File: config.mk
export PLATFORM = sky130hd
export DESIGN_NAME = tgt_data_mover
export DESIGN_NICKNAME = d
export VERILOG_FILES = /design/src/rtl/tdm_pkg.sv /design/src/rtl/tdm_parity.sv /design/src/rtl/tdm_timer.sv /design/src/rtl/tgt_data_mover.sv
export SDC_FILE = /design/constraint.sdc
export NUM_CORES = 1
export LEC_CHECK = 0
export BUFFER_PORTS_ARGS = -buffer_cell sky130_fd_sc_hd__clkbuf_2
export CAP_MARGIN = 20
export CORE_MARGIN = 1
export CORE_UTILIZATION = 50
export DETAILED_ROUTE_END_ITERATION = 10
export HOLD_SLACK_MARGIN = 0.12
export PLACE_DENSITY_LB_ADDON = 0.1
export SLEW_MARGIN = 20
export SYNTH_ARGS = -nofsm -noshare
export SYNTH_HDL_FRONTEND = slang
export SYNTH_SLANG_ARGS = --single-unit
File: constraint.sdc
create_clock -name clk -period 4.54 [get_ports clk]
set_input_delay 0 -clock clk [delete_from_list [all_inputs] [get_ports clk]]
set_output_delay 0 -clock clk [all_outputs]
set_load 0.005 [all_outputs]
File: src/rtl/tdm_pkg.sv
package tdm_pkg;
    typedef enum logic [3:0] {
        ST_IDLE,
        ST_PAUSE,
        ST_GET,
        ST_SACKLO,
        ST_SACKHI,
        ST_TAIL,
        ST_RREQ,
        ST_SETTLE,
        ST_RACKLO,
        ST_DONE
    } tdm_state_e;
endpackage

File: src/rtl/tdm_parity.sv
module tdm_parity #(
    parameter int W = 8
) (
    input  logic [W-1:0] data_i,
    output logic         odd_o
);
    logic [W:0] chain;
    assign chain[0] = 1'b0;
    for (genvar g = 0; g < W; g++) begin : g_xor
        assign chain[g+1] = chain[g] ^ data_i[g];
    end
    assign odd_o = ~chain[W];
endmodule

File: src/rtl/tdm_timer.sv
module tdm_timer #(
    parameter int TW = 8
) (
    input  logic          clk,
    input  logic          rst_n,
    input  logic          load_i,
    input  logic [TW-1:0] val_i,
    output logic          zero_o
);
    logic [TW-1:0] cnt_q;
    always_ff @(posedge clk or negedge rst_n) begin
        if (!rst_n)               cnt_q <= '0;
        else if (load_i)          cnt_q <= val_i;
        else if (cnt_q != '0)     cnt_q <= cnt_q - 1'b1;
    end
    assign zero_o = (cnt_q == '0);
endmodule

File: src/rtl/tgt_data_mover.sv
module tgt_data_mover
    import tdm_pkg::*;
#(
    parameter int CW          = 16,
    parameter int PAUSE_CYC   = 25000,
    parameter int SETTLE_CYC  = 100,
    parameter int TIMEOUT_CYC = 750000000
) (
    input  logic          clk,
    input  logic          rst_n,
    input  logic          start_i,
    input  logic          dir_send_i,
    input  logic [CW-1:0] len_i,
    input  logic [CW-1:0] pause_at_i,
    input  logic [7:0]    in_data_i,
    input  logic          in_valid_i,
    output logic          in_ready_o,
    input  logic          ack_i,
    input  logic          bus_rst_i,
    input  logic [7:0]    bus_din_i,
    output logic          req_o,
    output logic [7:0]    bus_dout_o,
    output logic          bus_par_o,
    output logic          bus_oe_o,
    output logic [7:0]    rx_data_o,
    output logic          rx_valid_o,
    output logic          busy_o,
    output logic          done_o,
    output logic [CW-1:0] done_cnt_o
);
    localparam int MAX_AB = (PAUSE_CYC > SETTLE_CYC) ? PAUSE_CYC : SETTLE_CYC;
    localparam int MAXC   = (MAX_AB > TIMEOUT_CYC) ? MAX_AB : TIMEOUT_CYC;
    localparam int TW     = $clog2(MAXC + 1) + 1;

    typedef struct packed {
        tdm_state_e    st;
        logic          tx;
        logic [CW-1:0] idx;
        logic [CW-1:0] total;
        logic [CW-1:0] pause;
        logic [7:0]    dout;
        logic [7:0]    rxd;
        logic          rxv;
    } regs_t;

    regs_t         r_d, r_q;
    logic          tmr_load, tmr_zero;
    logic [TW-1:0] tmr_val;
    logic [CW-1:0] idx_inc;

    tdm_timer #(.TW(TW)) u_timer (
        .clk    (clk),
        .rst_n  (rst_n),
        .load_i (tmr_load),
        .val_i  (tmr_val),
        .zero_o (tmr_zero)
    );

    tdm_parity #(.W(8)) u_par (
        .data_i (r_q.dout),
        .odd_o  (bus_par_o)
    );

    always_comb begin
        r_d     = r_q;
        r_d.rxv = 1'b0;
        idx_inc = r_q.idx + 1'b1;
        unique case (r_q.st)
            ST_IDLE: if (start_i) begin
                r_d.tx    = dir_send_i;
                r_d.total = len_i;
                r_d.pause = pause_at_i;
                r_d.idx   = '0;
                r_d.dout  = '0;
                if (len_i == '0)             r_d.st = ST_DONE;
                else if (!dir_send_i)        r_d.st = ST_RREQ;
                else if (pause_at_i == '0)   r_d.st = ST_PAUSE;
                else                         r_d.st = ST_GET;
            end
            ST_PAUSE: if (tmr_zero) r_d.st = ST_GET;
            ST_GET: if (in_valid_i) begin
                r_d.dout = in_data_i;
                r_d.st   = ST_SACKLO;
            end
            ST_SACKLO: begin
                if (bus_rst_i)      r_d.st = ST_DONE;
                else if (!ack_i)    r_d.st = ST_SACKHI;
                else if (tmr_zero)  r_d.st = ST_DONE;
            end
            ST_SACKHI: begin
                if (bus_rst_i) r_d.st = ST_DONE;
                else if (ack_i) begin
                    r_d.idx = idx_inc;
                    if (idx_inc == r_q.total)      r_d.st = ST_TAIL;
                    else if (idx_inc == r_q.pause) r_d.st = ST_PAUSE;
                    else                           r_d.st = ST_GET;
                end
                else if (tmr_zero) r_d.st = ST_DONE;
            end
            ST_TAIL: if (bus_rst_i || !ack_i || tmr_zero) r_d.st = ST_DONE;
            ST_RREQ: begin
                if (bus_rst_i)      r_d.st = ST_DONE;
                else if (ack_i)     r_d.st = ST_SETTLE;
                else if (tmr_zero)  r_d.st = ST_DONE;
            end
            ST_SETTLE: if (tmr_zero) begin
                r_d.rxd = bus_din_i;
                r_d.rxv = 1'b1;
                r_d.st  = ST_RACKLO;
            end
            ST_RACKLO: begin
                if (bus_rst_i) r_d.st = ST_DONE;
                else if (!ack_i) begin
                    r_d.idx = idx_inc;
                    r_d.st  = (idx_inc == r_q.total) ? ST_DONE : ST_RREQ;
                end
                else if (tmr_zero) r_d.st = ST_DONE;
            end
            ST_DONE: r_d.st = ST_IDLE;
            default: r_d.st = ST_IDLE;
        endcase

        tmr_load = (r_d.st != r_q.st);
        if (r_d.st == ST_PAUSE)       tmr_val = TW'(PAUSE_CYC);
        else if (r_d.st == ST_SETTLE) tmr_val = TW'(SETTLE_CYC);
        else                          tmr_val = TW'(TIMEOUT_CYC);
    end

    always_ff @(posedge clk or negedge rst_n) begin
        if (!rst_n) begin
            r_q    <= '0;
            r_q.st <= ST_IDLE;
        end else begin
            r_q <= r_d;
        end
    end

    assign in_ready_o = (r_q.st == ST_GET);
    assign req_o      = (r_q.st == ST_SACKHI) || (r_q.st == ST_RREQ) || (r_q.st == ST_SETTLE);
    assign bus_dout_o = r_q.dout;
    assign busy_o     = (r_q.st != ST_IDLE);
    assign bus_oe_o   = busy_o && r_q.tx;
    assign rx_data_o  = r_q.rxd;
    assign rx_valid_o = r_q.rxv;
    assign done_o     = (r_q.st == ST_DONE);
    assign done_cnt_o = r_q.idx;
endmodule

# After elaboration in Yosys (flattened, before gate mapping)
# Index checks and enable logic that the tools add are counted.
[word_totals]
wordCells = 92
romBits = 0
out_inout_bits = 39
ram_bits = 0
register_bits = 101
n_memories = 0
latchBits = 0
[classes]
shift = 0
multipliers = 0
n_lt_le_gt_ge = 0
bitwise = 8
n_reduce_logical = 19
add_sub_neg = 2
div_mod_pow = 0
eq_ne = 20
n_mux = 34
[op_table]
columns = ["op", "count"]
rows = [
  ["two-way mux 16 bit", 4],
  ["two-way mux 4 bit", 16],
  ["two-way mux 31 bit", 2],
  ["two-way mux 61 bit", 1],
  ["two-way mux 30 bit", 2],
  ["one-hot mux 16 bit (3 select lines)", 1],
  ["one-hot mux 4 bit (9 select lines)", 1],
  ["equality test 16 bit", 2],
  ["logical NOT 16 bit", 2],
  ["logical NOT 31 bit", 1],
  ["nonzero test 31 bit", 1],
  ["subtractor 31 x 1 -> 31 bit, second input constant", 1],
  ["equality test 4 x 3 -> 1 bit, second input constant", 5],
  ["adder 16 x 1 -> 16 bit, second input constant", 1],
  ["one-hot mux 8 bit (2 select lines)", 1],
  ["!= test 2 bit, second input constant", 6],
  ["equality test 4 x 1 -> 1 bit, second input constant", 2],
  ["equality test 4 x 2 -> 1 bit, second input constant", 2],
  ["equality test 4 bit, second input constant", 2],
  ["two-way mux 8 bit", 1],
  ["bitwise XOR 1 bit", 7],
  ["AND reduction 6 bit", 1],
  ["logical NOT 4 bit", 1],
  ["logical OR 1 bit", 4],
  ["other kinds (12)", 16],
]

# Depth between registers and ports, before layout
# Gate-level depths: netlist of the first run.
[logic_depth]
word_depth = 11
ltp_mapped = 16
ltp_nobuf = 12

# By module
# From an unflattened synthesis of the first run, not the netlist that was laid out.
[hier_totals]
hier_cells = 775
area_unflattened_um2 = 6666.4
[modules_own_cells]
columns = ["mod", "n_inst", "area_each_um2", "cells_each"]
rows = [
  ["tgt_data_mover", 1, 4798.4, 573],
  ["tdm_timer", 1, 1806.7, 195],
  ["tdm_parity", 1, 61.3, 7],
]

# Worst setup path before layout of the first run
# Ideal clock, no wire load.
[synth_timing]
path_type = "reg2reg"
startpoint = "register r_q, in the netlist done_cnt_o[0]"
endpoint = "register u_timer.cnt_q[6]"
path_stages_with_launch = 15
slack_ps = 566
t_arrival_ps = 3879
period_less_slack_ps = 3974
n_path_buf = 4
path_cell_list = "dfrtp_1 > clkbuf_1 > nand4_1 > nor4_2 > xnor3_1 > o2111ai_1 > or4_1 > or4b_1 > a41o_1 > a211o_1 > buf_6 > or2_1 > buf_6 > buf_8 > o32ai_2"
[synth_between]
elab_chain_len = 11
[synth_lines]
columns = ["item", "line", "source"]
rows = [
  ["start: declaration", "tgt_data_mover.sv:46", "regs_t r_d, r_q;"],
  ["start signal: assignment", "tgt_data_mover.sv:134", "r_q <= r_d;"],
  ["adder 16 x 1 -> 16 bit (*)", "tgt_data_mover.sv:67", "idx_inc = r_q.idx + 1'b1;"],
  ["equality test 16 bit", "tgt_data_mover.sv:95", "else if (idx_inc == r_q.pause) r_d.st = ST_PAUSE;"],
  ["two-way mux 2 bit", "tgt_data_mover.sv:95", ""],
  ["two-way mux 3 bit", "tgt_data_mover.sv:94", "if (idx_inc == r_q.total) r_d.st = ST_TAIL;"],
  ["two-way mux 4 bit", "tgt_data_mover.sv:92", "else if (ack_i) begin"],
  ["two-way mux 4 bit", "tgt_data_mover.sv:91", "if (bus_rst_i) r_d.st = ST_DONE;"],
  ["one-hot mux 4 bit (9 select lines) (*)", "tgt_data_mover.sv:68", "unique case (r_q.st)"],
  ["equality test 4 x 3 -> 1 bit", "tgt_data_mover.sv:125", "else if (r_d.st == ST_SETTLE) tmr_val = TW'(SETTLE_CYC);"],
  ["two-way mux 30 bit", "tgt_data_mover.sv:125", ""],
  ["two-way mux 30 bit", "tgt_data_mover.sv:124", "if (r_d.st == ST_PAUSE) tmr_val = TW'(PAUSE_CYC);"],
  ["two-way mux 31 bit", "tdm_timer.sv:13", "else if (load_i) cnt_q <= val_i;"],
  ["end signal: assignment", "tdm_timer.sv:13", ""],
  ["end signal: assignment", "tdm_timer.sv:14", "else if (cnt_q != '0) cnt_q <= cnt_q - 1'b1;"],
  ["end: declaration", "tdm_timer.sv:10", "logic [TW-1:0] cnt_q;"],
]
# Mark *: on every way between the ends. The rest lies on a longest branch, timed or not.
# A chain may end at the register's enable or synchronous reset.

# Final worst setup path of the first run
[layout_timing]
startpoint = "register r_q, in the netlist done_cnt_o[10]"
endpoint = "register u_timer.cnt_q[23]"
# The elaborated chain is that of the path after synthesis.

==> flow_summary.yaml, run 1 <==
run_status:
  outcome: "complete, no violations"
critical_path:
  worst_r2r_endpoint: "u_timer.cnt_q[23]"
  crit_path_top_delay_cell: "dfrtp_1"
  cp_data_required_time_ns: 4.81
  path_delay_family: "simple AND/OR/NAND/NOR gates"
  endpoint: "u_timer.cnt_q[23]"
  critical_path_depth: 10
  critPathLaunchType: "flip-flop"
  worstPathMaxFanout: 16
  crit_start: "done_cnt_o[10]"
  cp_cell_sequence: "nand3_1 > nor4_2 > xnor3_1 > o2111ai_1 > or4_1 > or4b_1 > a41o_1 > a211o_1 > or2_1 > o21ai_0"
  r2r_slack_ns: 0.27
  path_class: "flip-flop to flip-flop"
  path_buf_inv: 0
  cp.arrival_ns: 4.54
  r2r_start: "done_cnt_o[10]"
  reg2regPathDepth: 10
  cp-end-kind: "flip-flop"
  crit_path_max_incr_delay_ns: 0.68
die:
  start_util_pct: 51.5
  die_area_sq_mm: 0.0135
  core_area_sq_mm: 0.0127
  dieHeight_um: 116
  dieWidth_um: 116
  num_rows: 41
  io_pins: 94
global_route:
  grt_max_degree: 70
  antenna_found_initial: 0
  grt_pass1_wl_um: 29500
  grtUsageTotal_pct: 28.9
  overflow: 0
  grt_pass1_vias: 5567
sta:
  hold_viol: 0
  period_minus_slack_ns: 4.27
  fin_crit_sh_pct: 94.1
  setup_viol: 0
  finalSetupTns_ns: 0
  rsz0062_at_grt: "false"
  max_freq_ghz: 0.234
  max-slew-margin-rel_pct: 42.6
  worstMarginPinSlew_ns: 0.861
  drv_slew: 0
  finClkSkew_ns: 0.00906
pwr:
  power_switching_w: 0.00164
  total_power_w: 0.00411
  clock_power_share_pct: 20.5
  ir_drop_v: 0.000451
  p_comb_share_pct: 43.0
  switching_share_pct: 39.9
  seq_power_share_pct: 36.4
  leakage_nw: 3.29
  powerDensity_mw_per_mm2: 530
  p_int_w: 0.00247
clock_tree:
  path_clk_slew_ns: 0.08
  clockBufferDepth: 2
  clock_latency_ns: 0.36
  cts_tree: "built"
  cts.sinks: 101
  cts-root-buf: "clkbuf_16"
  h-tree-depth: 3
  cts_buffers: 9
layout:
  fill_cells: 1120
  drive_above_1_share_pct: 23.3
  area_growth_pct: 19.1
  finish.utilization_pct: 61.3
  final_area_sq_mm: 0.00776
  n_antenna_cell: 0
  nNetsFinal: 858
synth:
  synthArstFlopShare_pct: 100
  synth_warnings: 0
  yosys.area_share.simple_pct: 20.2
  synthAdderAreaFrac_pct: 0.384
  synth_area_sq_mm: 0.00652
  ys_types: 78
  synth.yosys.seq_area_share_pct: 38.8
  synth_most_common_cell: "dfrtp_1"
  synth_nets: 756
  yosys.area.top_type_share_pct: 38.8
  syn_area_per_cell_sq_um: 9.33
  synth-xor-area-share_pct: 10.4
  synth_ff_type: "dfrtp_1"
  synth-compound-area-share_pct: 15.3
  synth_common_cells: "dfrtp_1, nor2_1, nand2_1"
  synth_area_leader_cell: "dfrtp_1"
  synth_seq_cells: 101
  netlist_instances: 699
  synth_top_family_by_area: "simple AND/OR/NAND/NOR gates"
  synthTopCellsByArea: "dfrtp_1, mux2_2, xnor2_1"
  synth_edf_count: 0
  synth_mux_area_share_pct: 7.62
routing:
  first_pass_iters: 4
  drtAntennaViolNets: 0
  viasPerCell: 5.93
  finalWirelength_um: 18500
  vias: 5800
  drtIter0Drc: 390
  wl_per_cell_um: 18.9
  drc: 0
placed_design:
  placed_area_sq_mm: 0.00688
  dpl.hpwl_um: 13100
  place.gp.congestion: 0.935
  portBuffers: 93
flow_run:
  cap_violations: 0
hold_path:
  hp-class: "input pin to async pin"
==> cell usage in the layout, fill, tap and decap left out, drive strengths merged, types with 19 or more instances in the layout <==
master       count
clkbuf         103
dfrtp          101
dlygate4sd3     51
inv             19
mux2            42
nand2           50
nor2            56
nor4            27
o21ai           49
xnor2           44
xor2            28
==> worst register-to-register path: cells and delay by family, from the launching register on <==
family	cells	cell delay, ns
simple gates	5	2.38
compound gates	4	0.89
xor+xnor	1	0.23
flops	1	0.68
==> registers in the layout, summed over array words and instances (netlist names) <==
name / count
u_timer.cnt_q: 31
done_cnt_o: 16
rx_data_o: 8
r_q: 37
rx_valid_o: 1
bus_dout_o: 8
==> per-layer routing <==
metal / vias up / global-route usage (%) / part of all wire, %
met5: - / 0 / 0
met4: 0 / 7.09 / 1.2
met3: 20 / 5.97 / 5.9
met2: 208 / 47.9 / 48
met1: 2864 / 38.6 / 45
li1: 2708 / - / -
==> cells by family after synthesis <==
logic type                 count (synthesis)
and+or+nand+nor                          249
adders and majority gates                  2
muxes                                     44
xor gates and xnor gates                  74
AOI/OAI and AO/OA                        143
buffers and inverters                     86
DFF                                      101
==> worst min-delay path by stage <==
| stage | slack (ns) | end | startpoint | cells after the start |
|---|---|---|---|---|
| after floorplan | -0.30 | bus_dout_o[0] | rst_n | 0 |
| after global placement | -0.04 | done_cnt_o[6] | rst_n | 1 |
| after detailed placement | -0.04 | done_cnt_o[5] | rst_n | 1 |
| after CTS | 0.12 | done_cnt_o[5] | rst_n | 2 |
| after global routing | 0.15 | done_cnt_o[5] | rst_n | 2 |
| final | 0.11 | done_cnt_o[5] | rst_n | 2 |
==> power by group through the flow <==
stage | logic, W | clock network, W | registers, W
after floorplan | 0.00141 | 0 | 0.00137
after global placement | 0.00168 | 0 | 0.00149
after detailed placement | 0.00171 | 0 | 0.00151
after CTS | 0.00175 | 0.000864 | 0.00149
after global routing | 0.00197 | 0.000902 | 0.00154
final | 0.00177 | 0.000845 | 0.00150
==> stage by stage <==
stage | setup slack [ns] | std cells | hold slack, ns
5_1_grt | 0.00619 | 978 | 0.149
4_1_cts | 0.214 | 974 | 0.123
2_1_floorplan | 0.566 | 699 | -0.296
3_3_place_gp | 0.311 | 907 | -0.0380
6_report | 0.270 | 978 | 0.105
3_5_place_dp | 0.218 | 907 | -0.0378
==> repair_timing <==
item,CTS,global route
hold endpoints to repair,82,0
hold buffers,51,0
setup endpoints to repair,0,16
gates resized for setup,0,4
buffers inserted,0,4
==> layout make-up <==
type                            count  area (sq um)  area share, %
Timing Repair Buffer              161          1110           14.2
Clock buffer                       11           253           3.25
Clock inverter                      5          75.1          0.967
Inverter                           16          60.1          0.773
Sequential cell                   101          2530           32.5
Tap cell                          172           215           2.77
Multi-Input combinational cell    512          3530           45.4
Note: power is estimated with default switching activity, not from simulation.
==> run 2: changes to the inputs <==
- ABC_AREA: default -> 1
==> run 2 against run 1 <==
Net effect:
- first-iteration DRC count up 26%
- combinational power up 19%
- routed wire length down 6.7%
- largest power group unchanged
- area after synthesis up 0.42%
- critical endpoint is now u_timer.cnt_q[26]
- sequential share of layout area down 0.25 points
- total power up 6.4%
- die area up 0.41%
- worst hold slack better by 0.054 ns
- cell area up 0.77%
==> flow_summary.yaml, run 2 <==
die:
  die_area_sq_mm: 0.0136
  dieWidth_um: 116
  dieHeight_um: 116
  io_pins: 94
  num_rows: 41
  core_area_sq_mm: 0.0127
  start_util_pct: 51.7
synth:
  synth_seq_cells: 101
  synthArstFlopShare_pct: 100
  syn_area_per_cell_sq_um: 6.99
  yosys.area.top_type_share_pct: 38.6
  synth_area_sq_mm: 0.00655
  synth_edf_count: 0
  synth_warnings: 0
  synth_nets: 994
  synth_ff_type: "dfrtp_1"
  synth_area_leader_cell: "dfrtp_1"
  synth.yosys.seq_area_share_pct: 38.6
  synth_most_common_cell: "nand2_1"
  ys_types: 38
  synthTopCellsByArea: "dfrtp_1, nand2_1, nor2_1"
  netlist_instances: 937
  synth_common_cells: "nand2_1, nor2_1, inv_1"
global_route:
  grt_busiest_layer: "met2"
  grt_pass1_wl_um: 28300
  antenna_found_initial: 0
  grt_max_degree: 65
  grtUsageMet3_pct: 5.45
  grt_util_met1_pct: 35.0
  grt_pass1_vias: 5818
  grtUsageTotal_pct: 27.5
  overflow: 0
  use_met2_pct: 46.1
layout:
  largest_reg_flops: 37
  drive_above_1_share_pct: 14.3
  fill_cells: 1224
  finish.utilization_pct: 61.8
  fin_cells: 1231
  final_cell_mix: "nand2_1, nor2_1, inv_1"
  final_common_cell: "nand2_1"
  ff_latch_area_sq_mm: 0.00253
  area_growth_pct: 19.5
  nNetsFinal: 1111
  top_register: "r_q"
  multi_input_area_sq_mm: 0.00323
  n_antenna_cell: 0
routing:
  drtAntennaViolNets: 0
  drc: 0
  viasPerCell: 5.05
  wl_per_cell_um: 14.0
  finalWirelength_um: 17200
  first_pass_iters: 5
  drtIter0Drc: 490
  vias: 6213
critical_path:
  r2r_start: "done_cnt_o[0]"
  crit_path_max_incr_delay_ns: 0.51
  cp_data_required_time_ns: 4.79
  cp_cell_sequence: "ha_1 > nand2_1 > nor2_4 > nand3_1 > nand2_1 > nand2_1 > nand2_1 > nand3_1 > nor2_1 > nand3_1 > nor2_1 > nand3_1 > nand3_1 > nand2_1 > a21oi_2 > nand2_4 > nor2_2 > buf_4 > nor2_1"
  cp.arrival_ns: 3.80
  crit_start: "done_cnt_o[0]"
  path_class: "flip-flop to flip-flop"
  critPathLaunchType: "flip-flop"
  worstPathMaxFanout: 28
  crit_path_top_delay_cell: "dfrtp_1"
  path_buf_inv: 1
  path_delay_family: "simple AND/OR/NAND/NOR gates"
  cp-end-kind: "flip-flop"
sta:
  max_freq_ghz: 0.281
  hold_viol: 0
  finalSetupTns_ns: 0
  drv_slew: 0
  worstMarginPinSlew_ns: 0.695
  setup_viol: 0
  max-slew-margin-rel_pct: 53.7
  rsz0062_at_grt: "false"
  period_minus_slack_ns: 3.56
  fin_crit_sh_pct: 78.3
  finClkSkew_ns: 0.00549
  setup_ws_ns: 0.984
placed_design:
  place_inst: 1158
  dp_slack_ns: 0.983
  dpl.hpwl_um: 12100
  place.gp.congestion: 0.957
  portBuffers: 93
clock_tree:
  clockBufferDepth: 2
  path_clk_slew_ns: 0.07
  cts.sinks: 101
  h-tree-depth: 3
  cts_buffers: 9
  cts_tree: "built"
  clock_latency_ns: 0.36
  cts-root-buf: "clkbuf_16"
run_status:
  outcome: "complete, no violations"
hold_path:
  hp-class: "input pin to flip-flop"
  min_from: "bus_rst_i"
pwr:
  powerDensity_mw_per_mm2: 559
  ir_drop_v: 0.000376
  total_power_w: 0.00438
  leakage_nw: 3.97
flow_run:
  cap_violations: 0
## run 2: final timing paths
path                                     end  slack (ns)  depth (start not counted)
setup / recovery           u_timer.cnt_q[26]        0.98                         19
hold / removal                       r_q[66]        0.16                          5
setup reg to reg           u_timer.cnt_q[26]        0.98                         19
hold reg to reg                 rx_data_o[3]        0.49                          2
max in group asynchronous  u_timer.cnt_q[14]        3.19                          3
min in group asynchronous      done_cnt_o[3]        0.24                          2
## run 2: layer usage
metal / share of wire (%) / up-vias
li1: - / 3185
met1: 43 / 2825
met2: 49 / 169
met3: 4.6 / 34
met4: 2.9 / 0
met5: 0 / -
## run 2: through the flow
step,cell area [sq um],hold slack [ns]
global placement,6950,0.0908
global route,7830,0.217
detailed placement,6950,0.0929
CTS,7830,0.130
finish,7830,0.159
floorplan,6550,-0.296
## run 2: report_power, final
| part | internal, W | switching (W) |
|---|---|---|
| Sequential | 0.00119 | 0.000275 |
| Combinational | 0.000792 | 0.00131 |
| Clock | 0.000451 | 0.000361 |
## run 2: kinds of logic after synthesis
logic type / count (synthesis) / synth area share (%)
XOR/XNOR: 37 / 4.95
adder cells (fa/ha/maj): 2 / 0.382
AO/OA/AOI/OAI: 74 / 6.53
buffers and inverters: 172 / 12.1
flip-flops: 101 / 38.6
AND/OR/NAND/NOR: 551 / 37.4
## run 2: layout make-up
type                    instances  share of cell area [%]
well taps                     172                    2.75
clock inverters                 5                   0.847
inverters                     122                    5.85
clock buffers                  11                    3.10
multi-input cells             664                    41.3
repair buffers                156                    13.8
flip-flops and latches        101                    32.3
## run 2: tightest hold or removal path, delay by kind of cell
| family | cells | cell delay (ns) |
|---|---|---|
| and+or+nand+nor | 4 | 0.36 |
| buffers and inverters | 1 | 0.12 |
## run 2: repair_timing
action | CTS | global route
hold buffers | 57 | 0
gates resized for setup | 0 | 0
setup buffers | 0 | 0
hold endpoints to repair | 101 | 0
